$ cat src/rtl/shoot_pkg.sv
package shoot_pkg;
   typedef enum logic [1:0] {
      ST_IDLE = 2'd0,
      ST_SEND = 2'd1,
      ST_WAIT = 2'd2,
      ST_DONE = 2'd3
   } shoot_st_e;
endpackage

$ cat src/rtl/shoot_fsm.sv
module shoot_fsm
   import shoot_pkg::*;
(
   input  logic      clk,
   input  logic      rst_n,
   input  logic      start_i,
   input  logic      lock_held_i,
   input  logic      all_acked_i,
   output shoot_st_e state_o,
   output logic      accept_o,
   output logic      refused_o,
   output logic      busy_o,
   output logic      done_o
);
   shoot_st_e st_q, st_d;

   assign accept_o  = (st_q == ST_IDLE) && start_i && lock_held_i;
   assign refused_o = (st_q != ST_IDLE) && start_i;
   assign busy_o    = (st_q != ST_IDLE);
   assign done_o    = (st_q == ST_DONE);
   assign state_o   = st_q;

   always_comb begin
      st_d = st_q;
      unique case (st_q)
         ST_IDLE: if (accept_o) st_d = ST_SEND;
         ST_SEND: st_d = ST_WAIT;
         ST_WAIT: if (all_acked_i) st_d = ST_DONE;
         ST_DONE: st_d = ST_IDLE;
         default: st_d = ST_IDLE;
      endcase
   end

   always_ff @(posedge clk or negedge rst_n) begin
      if (!rst_n) st_q <= ST_IDLE;
      else        st_q <= st_d;
   end


   done_single_chk: assert property (@(posedge clk) disable iff (!rst_n)
      done_o |=> !done_o);


   accept_lock_chk: assert property (@(posedge clk) disable iff (!rst_n)
      $rose(busy_o) |-> $past(start_i && lock_held_i));
endmodule

$ cat src/rtl/shoot_ack_track.sv
module shoot_ack_track #(
   parameter int NCORES = 8
) (
   input  logic              clk,
   input  logic              rst_n,
   input  logic              load_i,
   input  logic [NCORES-1:0] mask_i,
   input  logic [NCORES-1:0] ack_i,
   output logic [NCORES-1:0] pending_o,
   output logic              all_acked_o,
   output logic              proto_err_o
);
   logic [NCORES-1:0] pend_q;
   logic [NCORES-1:0] stray;

   for (genvar c = 0; c < NCORES; c++) begin : g_core
      assign stray[c] = ack_i[c] & ~pend_q[c];
      always_ff @(posedge clk or negedge rst_n) begin
         if (!rst_n)      pend_q[c] <= 1'b0;
         else if (load_i) pend_q[c] <= mask_i[c];
         else if (ack_i[c]) pend_q[c] <= 1'b0;
      end
   end

   always_ff @(posedge clk or negedge rst_n) begin
      if (!rst_n)      proto_err_o <= 1'b0;
      else if (|stray) proto_err_o <= 1'b1;
   end

   assign pending_o   = pend_q;
   assign all_acked_o = (pend_q == '0);


   err_sticky_chk: assert property (@(posedge clk) disable iff (!rst_n)
      proto_err_o |=> proto_err_o);
endmodule

$ cat src/rtl/shoot_timer.sv
module shoot_timer #(
   parameter int TMO_W = 16
) (
   input  logic             clk,
   input  logic             rst_n,
   input  logic             clear_i,
   input  logic             run_i,
   input  logic             missing_i,
   input  logic [TMO_W-1:0] limit_i,
   output logic             timeout_o
);
   logic [TMO_W-1:0] cnt_q;
   logic             expired;

   assign expired = (cnt_q >= limit_i);

   always_ff @(posedge clk or negedge rst_n) begin
      if (!rst_n) begin
         cnt_q     <= '0;
         timeout_o <= 1'b0;
      end else if (clear_i) begin
         cnt_q     <= '0;
         timeout_o <= 1'b0;
      end else if (run_i) begin
         if (!expired) cnt_q <= cnt_q + 1'b1;
         if (expired && missing_i) timeout_o <= 1'b1;
      end
   end


   tmo_cause_chk: assert property (@(posedge clk) disable iff (!rst_n)
      $rose(timeout_o) |-> $past(missing_i && run_i));
endmodule

$ cat src/rtl/shoot_coord.sv
module shoot_coord
   import shoot_pkg::*;
#(
   parameter int NCORES = 8,
   parameter int VPN_W  = 20,
   parameter int TMO_W  = 16
) (
   input  logic              clk,
   input  logic              rst_n,
   input  logic              start_i,
   input  logic              lock_held_i,
   input  logic [VPN_W-1:0]  vpn_i,
   input  logic [NCORES-1:0] targets_i,
   input  logic [TMO_W-1:0]  tmo_limit_i,
   input  logic [NCORES-1:0] ack_i,
   output logic [NCORES-1:0] inv_req_o,
   output logic [VPN_W-1:0]  inv_vpn_o,
   output logic              busy_o,
   output logic              refused_o,
   output logic              done_o,
   output logic              timeout_o,
   output logic              proto_err_o
);
   if (NCORES < 1 || NCORES > 256) begin : g_bad_ncores
      $error("shoot_coord: NCORES out of range");
   end
   if (VPN_W < 1 || TMO_W < 2) begin : g_bad_width
      $error("shoot_coord: width parameter out of range");
   end

   shoot_st_e         state;
   logic              accept;
   logic              all_acked;
   logic [NCORES-1:0] pending;
   logic [NCORES-1:0] mask_q;
   logic [VPN_W-1:0]  vpn_q;

   shoot_fsm u_fsm (
      .clk, .rst_n, .start_i, .lock_held_i,
      .all_acked_i (all_acked),
      .state_o     (state),
      .accept_o    (accept),
      .refused_o   (refused_o),
      .busy_o      (busy_o),
      .done_o      (done_o)
   );

   shoot_ack_track #(.NCORES(NCORES)) u_track (
      .clk, .rst_n,
      .load_i      (accept),
      .mask_i      (targets_i),
      .ack_i       (ack_i),
      .pending_o   (pending),
      .all_acked_o (all_acked),
      .proto_err_o (proto_err_o)
   );

   shoot_timer #(.TMO_W(TMO_W)) u_timer (
      .clk, .rst_n,
      .clear_i   (accept),
      .run_i     (state == ST_WAIT),
      .missing_i (!all_acked),
      .limit_i   (tmo_limit_i),
      .timeout_o (timeout_o)
   );

   always_ff @(posedge clk or negedge rst_n) begin
      if (!rst_n) begin
         mask_q <= '0;
         vpn_q  <= '0;
      end else if (accept) begin
         mask_q <= targets_i;
         vpn_q  <= vpn_i;
      end
   end

   assign inv_req_o = (state == ST_SEND) ? mask_q : '0;
   assign inv_vpn_o = vpn_q;


   done_after_acks_chk: assert property (@(posedge clk) disable iff (!rst_n)
      done_o |-> (pending == '0));


   req_single_chk: assert property (@(posedge clk) disable iff (!rst_n)
      (inv_req_o != '0) |=> (inv_req_o == '0));


   refuse_no_restart_chk: assert property (@(posedge clk) disable iff (!rst_n)
      (refused_o && !done_o) |=> busy_o && (inv_req_o == '0));
endmodule

$ cat config.mk
export PLATFORM = sky130hd
export DESIGN_NAME = shoot_coord
export DESIGN_NICKNAME = d
export VERILOG_FILES = /design/src/rtl/shoot_pkg.sv /design/src/rtl/shoot_fsm.sv /design/src/rtl/shoot_ack_track.sv /design/src/rtl/shoot_timer.sv /design/src/rtl/shoot_coord.sv
export SDC_FILE = /design/constraint.sdc
export NUM_CORES = 1
export LEC_CHECK = 0
export BUFFER_PORTS_ARGS = -buffer_cell sky130_fd_sc_hd__buf_2
export CORE_ASPECT_RATIO = 0.9
export CORE_UTILIZATION = 45
export DETAILED_ROUTE_END_ITERATION = 10
export GPL_ROUTABILITY_DRIVEN = 0
export PLACE_DENSITY = 0.71
export SLEW_MARGIN = 20
export SYNTH_ARGS = -nofsm -noshare
export SYNTH_HDL_FRONTEND = slang
export SYNTH_SLANG_ARGS = --single-unit
export TNS_END_PERCENT = 20
$ cat constraint.sdc
create_clock -name clk -period 3.7 [get_ports clk]
set_input_delay 0 -clock clk [delete_from_list [all_inputs] [get_ports clk]]
set_output_delay 0 -clock clk [all_outputs]
set_load 0.01 [all_outputs]
After elaboration in Yosys (flattened, before gate mapping)
Cells that the tools add are included.
{"block": "op_classes", "addsub": 1, "n_mul": 0, "div": 0, "magnitude_cmp": 1, "eq_ne": 6, "shifts": 0, "mux": 26, "n_bitwise": 16, "reduce_logical": 22}
{"cell": "$mux 16", "n": 3}
{"cell": "$reduce_bool 2->1", "n": 11}
{"cell": "$mux 1", "n": 19}
{"cell": "$add 16x1->16 const B", "n": 1}
{"cell": "$ge 16x16->1", "n": 1}
{"cell": "$and 1x1->1", "n": 8}
{"cell": "$logic_not 8->1", "n": 1}
{"cell": "$mux 8", "n": 1}
{"cell": "$not 1->1", "n": 8}
{"cell": "$pmux 2 s4", "n": 1}
{"cell": "$reduce_or 8->1", "n": 1}
{"cell": "$ne 2x2->1 const B", "n": 3}
{"cell": "$reduce_and 2->1", "n": 3}
{"cell": "$eq 2x2->1 const B", "n": 2}
{"cell": "$logic_and 1x1->1", "n": 4}
{"cell": "$mux 2", "n": 2}
{"cell": "$eq 2x1->1 const B", "n": 1}
{"cell": "$logic_not 2->1", "n": 1}
{"cell": "$logic_not 1->1", "n": 1}
{"block": "totals", "reg_bits": 56, "latchBits": 0, "ram_bits": 0, "rom_bits": 0, "input_bits": 56, "output_inout_bits": 33, "elab_cells": 86, "memories": 0}

Depth between registers and ports, before layout
{"block": "logic_depth", "ltp_word": 6, "mapped_depth": 9, "depth_no_buf": 7}

Cells and area by module
A second synthesis with hierarchy kept.
{"block": "hier_totals", "hier_cells": 279, "area_unflattened_um2": 3146.8}
{"mod": "shoot_timer", "instances": 1, "cells_per_inst": 149, "area_each_um2": 1316.3, "seq_area_each_um2": 425.4}
{"mod": "shoot_coord", "instances": 1, "cells_per_inst": 69, "area_each_um2": 1222.4, "seq_area_each_um2": 700.7}
{"mod": "shoot_ack_track", "instances": 1, "cells_per_inst": 45, "area_each_um2": 430.4, "seq_area_each_um2": 225.2}
{"mod": "shoot_fsm", "instances": 1, "cells_per_inst": 16, "area_each_um2": 177.7, "seq_area_each_um2": 50.0}

Least setup slack after synthesis
Ideal clock, no wire load.
{"block": "synth_path", "path_type": "register -> register", "from": "register u_timer.cnt_q[6]", "to": "register u_timer.cnt_q[13]", "setup_time_ns": 0.079, "t_arrival_ns": 2.095, "required_time_ns": 3.621, "path_slack_ns": 1.525, "stages_incl_launch_ff": 9, "path_buffers": 2, "synth_period_minus_slack_ns": 2.175, "path_cell_list": "dfrtp_1 > ha_1 > and3_4 > a221o_1 > a22o_1 > buf_6 > buf_12 > nor4_4 > mux2i_1"}
{"block": "synth_between", "elab_chain_len": 4, "elab_cells_between_ends": 7, "classes_between": "add/sub (1); order compare (1); eq/ne (1); mux (3); reduce/logical (1)"}
{"element": "start, declared", "line": "shoot_timer.sv:12", "rtl": "logic [TMO_W-1:0] cnt_q;"}
{"element": "start signal, assigned", "line": "shoot_timer.sv:25", "rtl": "if (!expired) cnt_q <= cnt_q + 1'b1;"}
{"element": "$add 16x1->16", "line": "shoot_timer.sv:25"}
{"element": "$mux 16", "line": "shoot_timer.sv:25"}
{"element": "$mux 16", "line": "shoot_timer.sv:24", "rtl": "end else if (run_i) begin"}
{"element": "$mux 16", "line": "shoot_timer.sv:21", "rtl": "end else if (clear_i) begin"}
Several ways; a longest one is shown, not always the timed one. The select of a mux whose other input is x is not followed.
A chain may end at the register's enable or synchronous reset.

Final worst setup path
{"block": "layout_path", "from": "register u_fsm.st_q[0], in the netlist u_fsm.state_o[0]", "to": "register u_track.pend_q[7], in the netlist u_track.pending_o[7]"}
{"block": "layout_between", "elab_chain_len": 4, "elab_cells_between_ends": 5, "classes_between": "mux (1); reduce/logical (4)"}
{"element": "start, declared", "line": "shoot_fsm.sv:15", "rtl": "shoot_st_e st_q, st_d;"}
{"element": "start signal, assigned", "line": "shoot_fsm.sv:36", "rtl": "else st_q <= st_d;"}
{"element": "$logic_not 2->1 *", "line": "shoot_fsm.sv:17", "rtl": "assign accept_o = (st_q == ST_IDLE) && start_i && lock_held_i;"}
{"element": "$logic_and 1x1->1 * (2 in a row)", "line": "shoot_fsm.sv:17"}
{"element": "$mux 1 / $reduce_bool 2->1 (equally long branches)"}
{"element": "end signal, assigned by index", "line": "shoot_ack_track.sv:20", "rtl": "else if (load_i) pend_q[c] <= mask_i[c];"}
{"element": "end, declared", "line": "shoot_ack_track.sv:13", "rtl": "logic [NCORES-1:0] pend_q;"}
Every way passes the cells marked *; elsewhere a longest branch is shown, timed or not.

==> summary by stage <==
Status
The run finished with clean final reports.

STA
The final max-slew violation count is 0. For the pin with the worst max-slew slack, the measured transition is 1.04 ns. The clock period could shrink to 2.71 ns.

Measured against its own limit, the worst slew margin works out to 30.7%. The summed negative setup slack over all endpoints is 0 ns. Setup repair after global routing left no endpoint under its margin. Between clock sinks in the finished design, the worst skew comes to 0.00718 ns.

Static timing analysis puts the maximum clock frequency at 369 MHz. After layout, the worst path uses 73.2% of the clock period. Setup violations remaining at the end of the flow were counted as 0. The final hold violation count is 0.

Yosys
The synthesized area divided by synthesized cell count is 9.04 um^2. Summed over all instances, the cell type with the most area after synthesis is sky130_fd_sc_hd__dfrtp_1. After synthesis, the cell types taking the most area are sky130_fd_sc_hd__dfrtp_1 45%, sky130_fd_sc_hd__nand2_1 13%, sky130_fd_sc_hd__ha_1 8.3%, sky130_fd_sc_hd__mux2i_1 4.1%, sky130_fd_sc_hd__inv_1 3.5%. Yosys mapped the design onto 43 distinct sky130hd cell types. The net count after synthesis is 425. In this run, synthesis inferred 0 flip-flops with an integrated enable. The number of warnings issued by yosys is 0. The proportion of register bits with asynchronous set or reset after synthesis is 100%. The most used flip-flop cell after synthesis is sky130_fd_sc_hd__dfrtp_1. The mapped netlist covers 3150 um^2. Of the post-synthesis cell area, the dominant cell type holds 44.5%.

Sequential elements use 44.5% of the synthesized area. The number of instances in the synthesized netlist is 348. The flip-flop and latch count after synthesis is 56.

Layout
The share of the core filled with cells in the final layout is 63.1%. The layout has 567 filler cells. The fraction of final layout cells sized beyond drive strength 1 is 22.7%.

The finished layout holds 565 standard cells, fillers aside. The layout-stage area growth over the synthesis result is 33.4%. The count of antenna diodes in the layout is 0. In the final design database the tool counted 551 nets. The final instance area is 4200 um^2.

Flow run
The max-cap check violation count is 0.

Die
In this run the core area contains 28 standard-cell rows. The initial cell density of the core is 47.3%. The die is 90.1 um wide. The die is 81.3 um tall. The die covers 7330 um^2.

Pin placement for this block handled 89 I/O pins. The core region is 6660 um^2.

Min path
The number of cells on the worst hold path is 5. The path category of the worst min-delay check is in2reg. The worst hold path terminates at u_track.proto_err_o. The worst hold path begins at ack_i[7].

Place
The half-perimeter wire length of the detailed placement result is 5.03 mm. The placed instance count is 514. The placed instances occupy a cell area of 3640 um^2.

The total of buffers placed on input and output ports is 88.

Worst setup path
The reg-to-reg startpoint is u_fsm.state_o[0]. The critical path contains buffers and inverters numbering 3 combined. In this design, the largest share of critical-path delay is due to buffers and inverters. The library cell contributing the largest single delay on the critical path is sky130_fd_sc_hd__nand3_2. The worst path arrival time is 2.90 ns. STA classifies the critical path startpoint as a flop. The category of the most critical setup path is reg2reg. The highest cell delay on the worst timing path is 0.57 ns. The flop-to-flop setup slack is 0.99 ns. The endpoint required time on the critical path is 3.90 ns.

The worst register-to-register path has a depth of 7. Traced cell by cell, the critical path runs through inv_1, ha_1, nand3_2, buf_4, nand3_1, nand2_1, dlygate4sd3_1. The worst reg2reg path endpoint is u_track.pending_o[7]. The type of element capturing the critical path is a flop. The largest fanout on the critical path is 35.

Clocking
The clock buffer count from CTS is 5. Clock-pin slew was measured on the worst setup and hold paths at 0.10 ns. In this run the number of H-tree levels came out at 2. Clock latency on the worst-skew pair, taken at its later pin, is 0.31 ns.

TritonCTS built the clock tree. The clock tree root driver cell is sky130_fd_sc_hd__clkbuf_8. The buffer depth of the longest clock path is 2. The clock sink total is 56.

Route
The number of detailed-route iterations in the first pass is 5. The total number of vias is 2881. Using the TritonRoute via totals, the vias-per-cell ratio works out to 5.10.

The number of nets still failing antenna checks after routing is 0. Dividing the detail-routed wire length by the instance count gives 14.3 um. In the routed design, unresolved DRC markers number 0. The first routing iteration left 204 violations.

The total wire length is 8.06 mm.

Power
The leakage power total is 2.24 nW. The power density over cell area is 518 nW/um^2. Across the VDD grid, the largest voltage drop is 0.351 mV. The design draws 2.17 mW.

Global route
The number of global-route vias before repair is 2949. The overall global routing resource usage is 23.6%. The remaining global-route overflow is 0. The first global-routing pass estimated 13.7 mm of wire. The maximum number of pins on one net before global-route repair is 57. The initial antenna violation count is 0.
## worst max-delay path by stage
stage                           start                    to  slack [ns]  cells past startpoint
global placement    u_timer.cnt_q[15]      u_timer.cnt_q[9]        1.19                      6
floorplan            u_timer.cnt_q[6]     u_timer.cnt_q[13]        1.53                      8
global route         u_fsm.state_o[0]  u_track.pending_o[7]        0.79                      7
CTS                  u_fsm.state_o[0]  u_track.pending_o[7]        1.01                      7
finish               u_fsm.state_o[0]  u_track.pending_o[7]        0.99                      7
detailed placement  u_timer.cnt_q[13]     u_timer.cnt_q[11]        1.13                      6
## per-layer routing
layer	GRT usage, %	wire, um
met1	29.7	3600
met2	41.8	3910
met3	5.24	484
met4	5.65	72
met5	0	0
## report_power, final
part / switching, mW / leakage (nW) / total [mW] / internal [mW]
Combinational: 0.470 / 1.45 / 0.822 / 0.352
Sequential: 0.118 / 0.725 / 0.914 / 0.796
Clock: 0.198 / 0.0645 / 0.438 / 0.239
## cells in the mapped netlist (all sizes together), types with 2 or more instances
library cell  number
buf                6
clkbuf             9
inv               29
mux2i             13
ha                21
o21ai              3
nand4              8
and3               5
nand2b            15
and2              11
nor4              11
or3                2
nand3              9
o31ai             10
a21oi              9
and4               3
dfrtp             56
nor3               5
nand2            107
## layout make-up
class                           instances  area (um^2)  share of cell area [%]
Clock buffer                            7         96.3                    2.29
Inverter                               29          109                    2.59
Multi-Input combinational cell        248         1560                    37.1
Tap cell                               90          113                    2.68
Clock inverter                          1         30.0                   0.715
Sequential cell                        56         1400                    33.4
Timing Repair Buffer                  134          893                    21.3
## cell families after synthesis
logic type,share of synthesized area [%]
and+or+nand+nor,28.1
DFF,44.5
buffers and inverters,6.16
AOI/OAI and AO/OA,8.75
adders and majority gates,8.35
muxes,4.14
## through the flow
step	setup WS [ns]	hold slack, ns
finish	0.993	0.0942
global route	0.786	0.140
CTS	1.01	0.0810
detailed placement	1.13	0.187
global placement	1.19	0.182
floorplan	1.53	-0.296
## flip-flops by register name (all words and copies together), names as in the netlist
| register | count |
|---|---|
| inv_vpn_o | 20 |
| u_timer.cnt_q | 16 |
| mask_q | 8 |
| u_track.pending_o | 8 |
| u_fsm.state_o | 2 |
| u_timer.timeout_o | 1 |
| u_track.proto_err_o | 1 |
## worst reg2reg max path, cell delays in order, from the launching register on
cell	delay (ns)
sky130_fd_sc_hd__dfrtp_1	0.43
sky130_fd_sc_hd__inv_1	0.09
sky130_fd_sc_hd__ha_1	0.27
sky130_fd_sc_hd__nand3_2	0.58
sky130_fd_sc_hd__buf_4	0.49
sky130_fd_sc_hd__nand3_1	0.13
sky130_fd_sc_hd__nand2_1	0.06
sky130_fd_sc_hd__dlygate4sd3_1	0.56
## what timing repair did
| item | 4_1_cts | 5_1_grt |
|---|---|---|
| buffers inserted | 0 | 0 |
| resized for setup | 0 | 0 |
| endpoints found under the hold margin | 93 | 0 |
| hold buffers | 43 | 0 |
| endpoints found under the setup margin | 0 | 0 |
## cells in the final DEF (no fill, tap or decap), types with 2 or more instances in the layout
cell type                       instances
sky130_fd_sc_hd__nand2_1              107
sky130_fd_sc_hd__buf_2                 88
sky130_fd_sc_hd__dfrtp_1               56
sky130_fd_sc_hd__dlygate4sd3_1         43
sky130_fd_sc_hd__inv_1                 29
sky130_fd_sc_hd__ha_1                  21
sky130_fd_sc_hd__nand2b_1              15
sky130_fd_sc_hd__mux2i_1               13
sky130_fd_sc_hd__and2_1                11
sky130_fd_sc_hd__a21oi_1                9
sky130_fd_sc_hd__o31ai_1                9
sky130_fd_sc_hd__nor4_1                 9
sky130_fd_sc_hd__nand4_1                8
sky130_fd_sc_hd__nand3_1                8
sky130_fd_sc_hd__clkbuf_8               7
sky130_fd_sc_hd__and3_1                 4
sky130_fd_sc_hd__o21ai_0                3
sky130_fd_sc_hd__nor3_2                 3
sky130_fd_sc_hd__and4_1                 3
sky130_fd_sc_hd__buf_4                  3
sky130_fd_sc_hd__nor3_1                 2
sky130_fd_sc_hd__or3_1                  2
sky130_fd_sc_hd__nor4_4                 2
(Power assumes the default switching activity.)
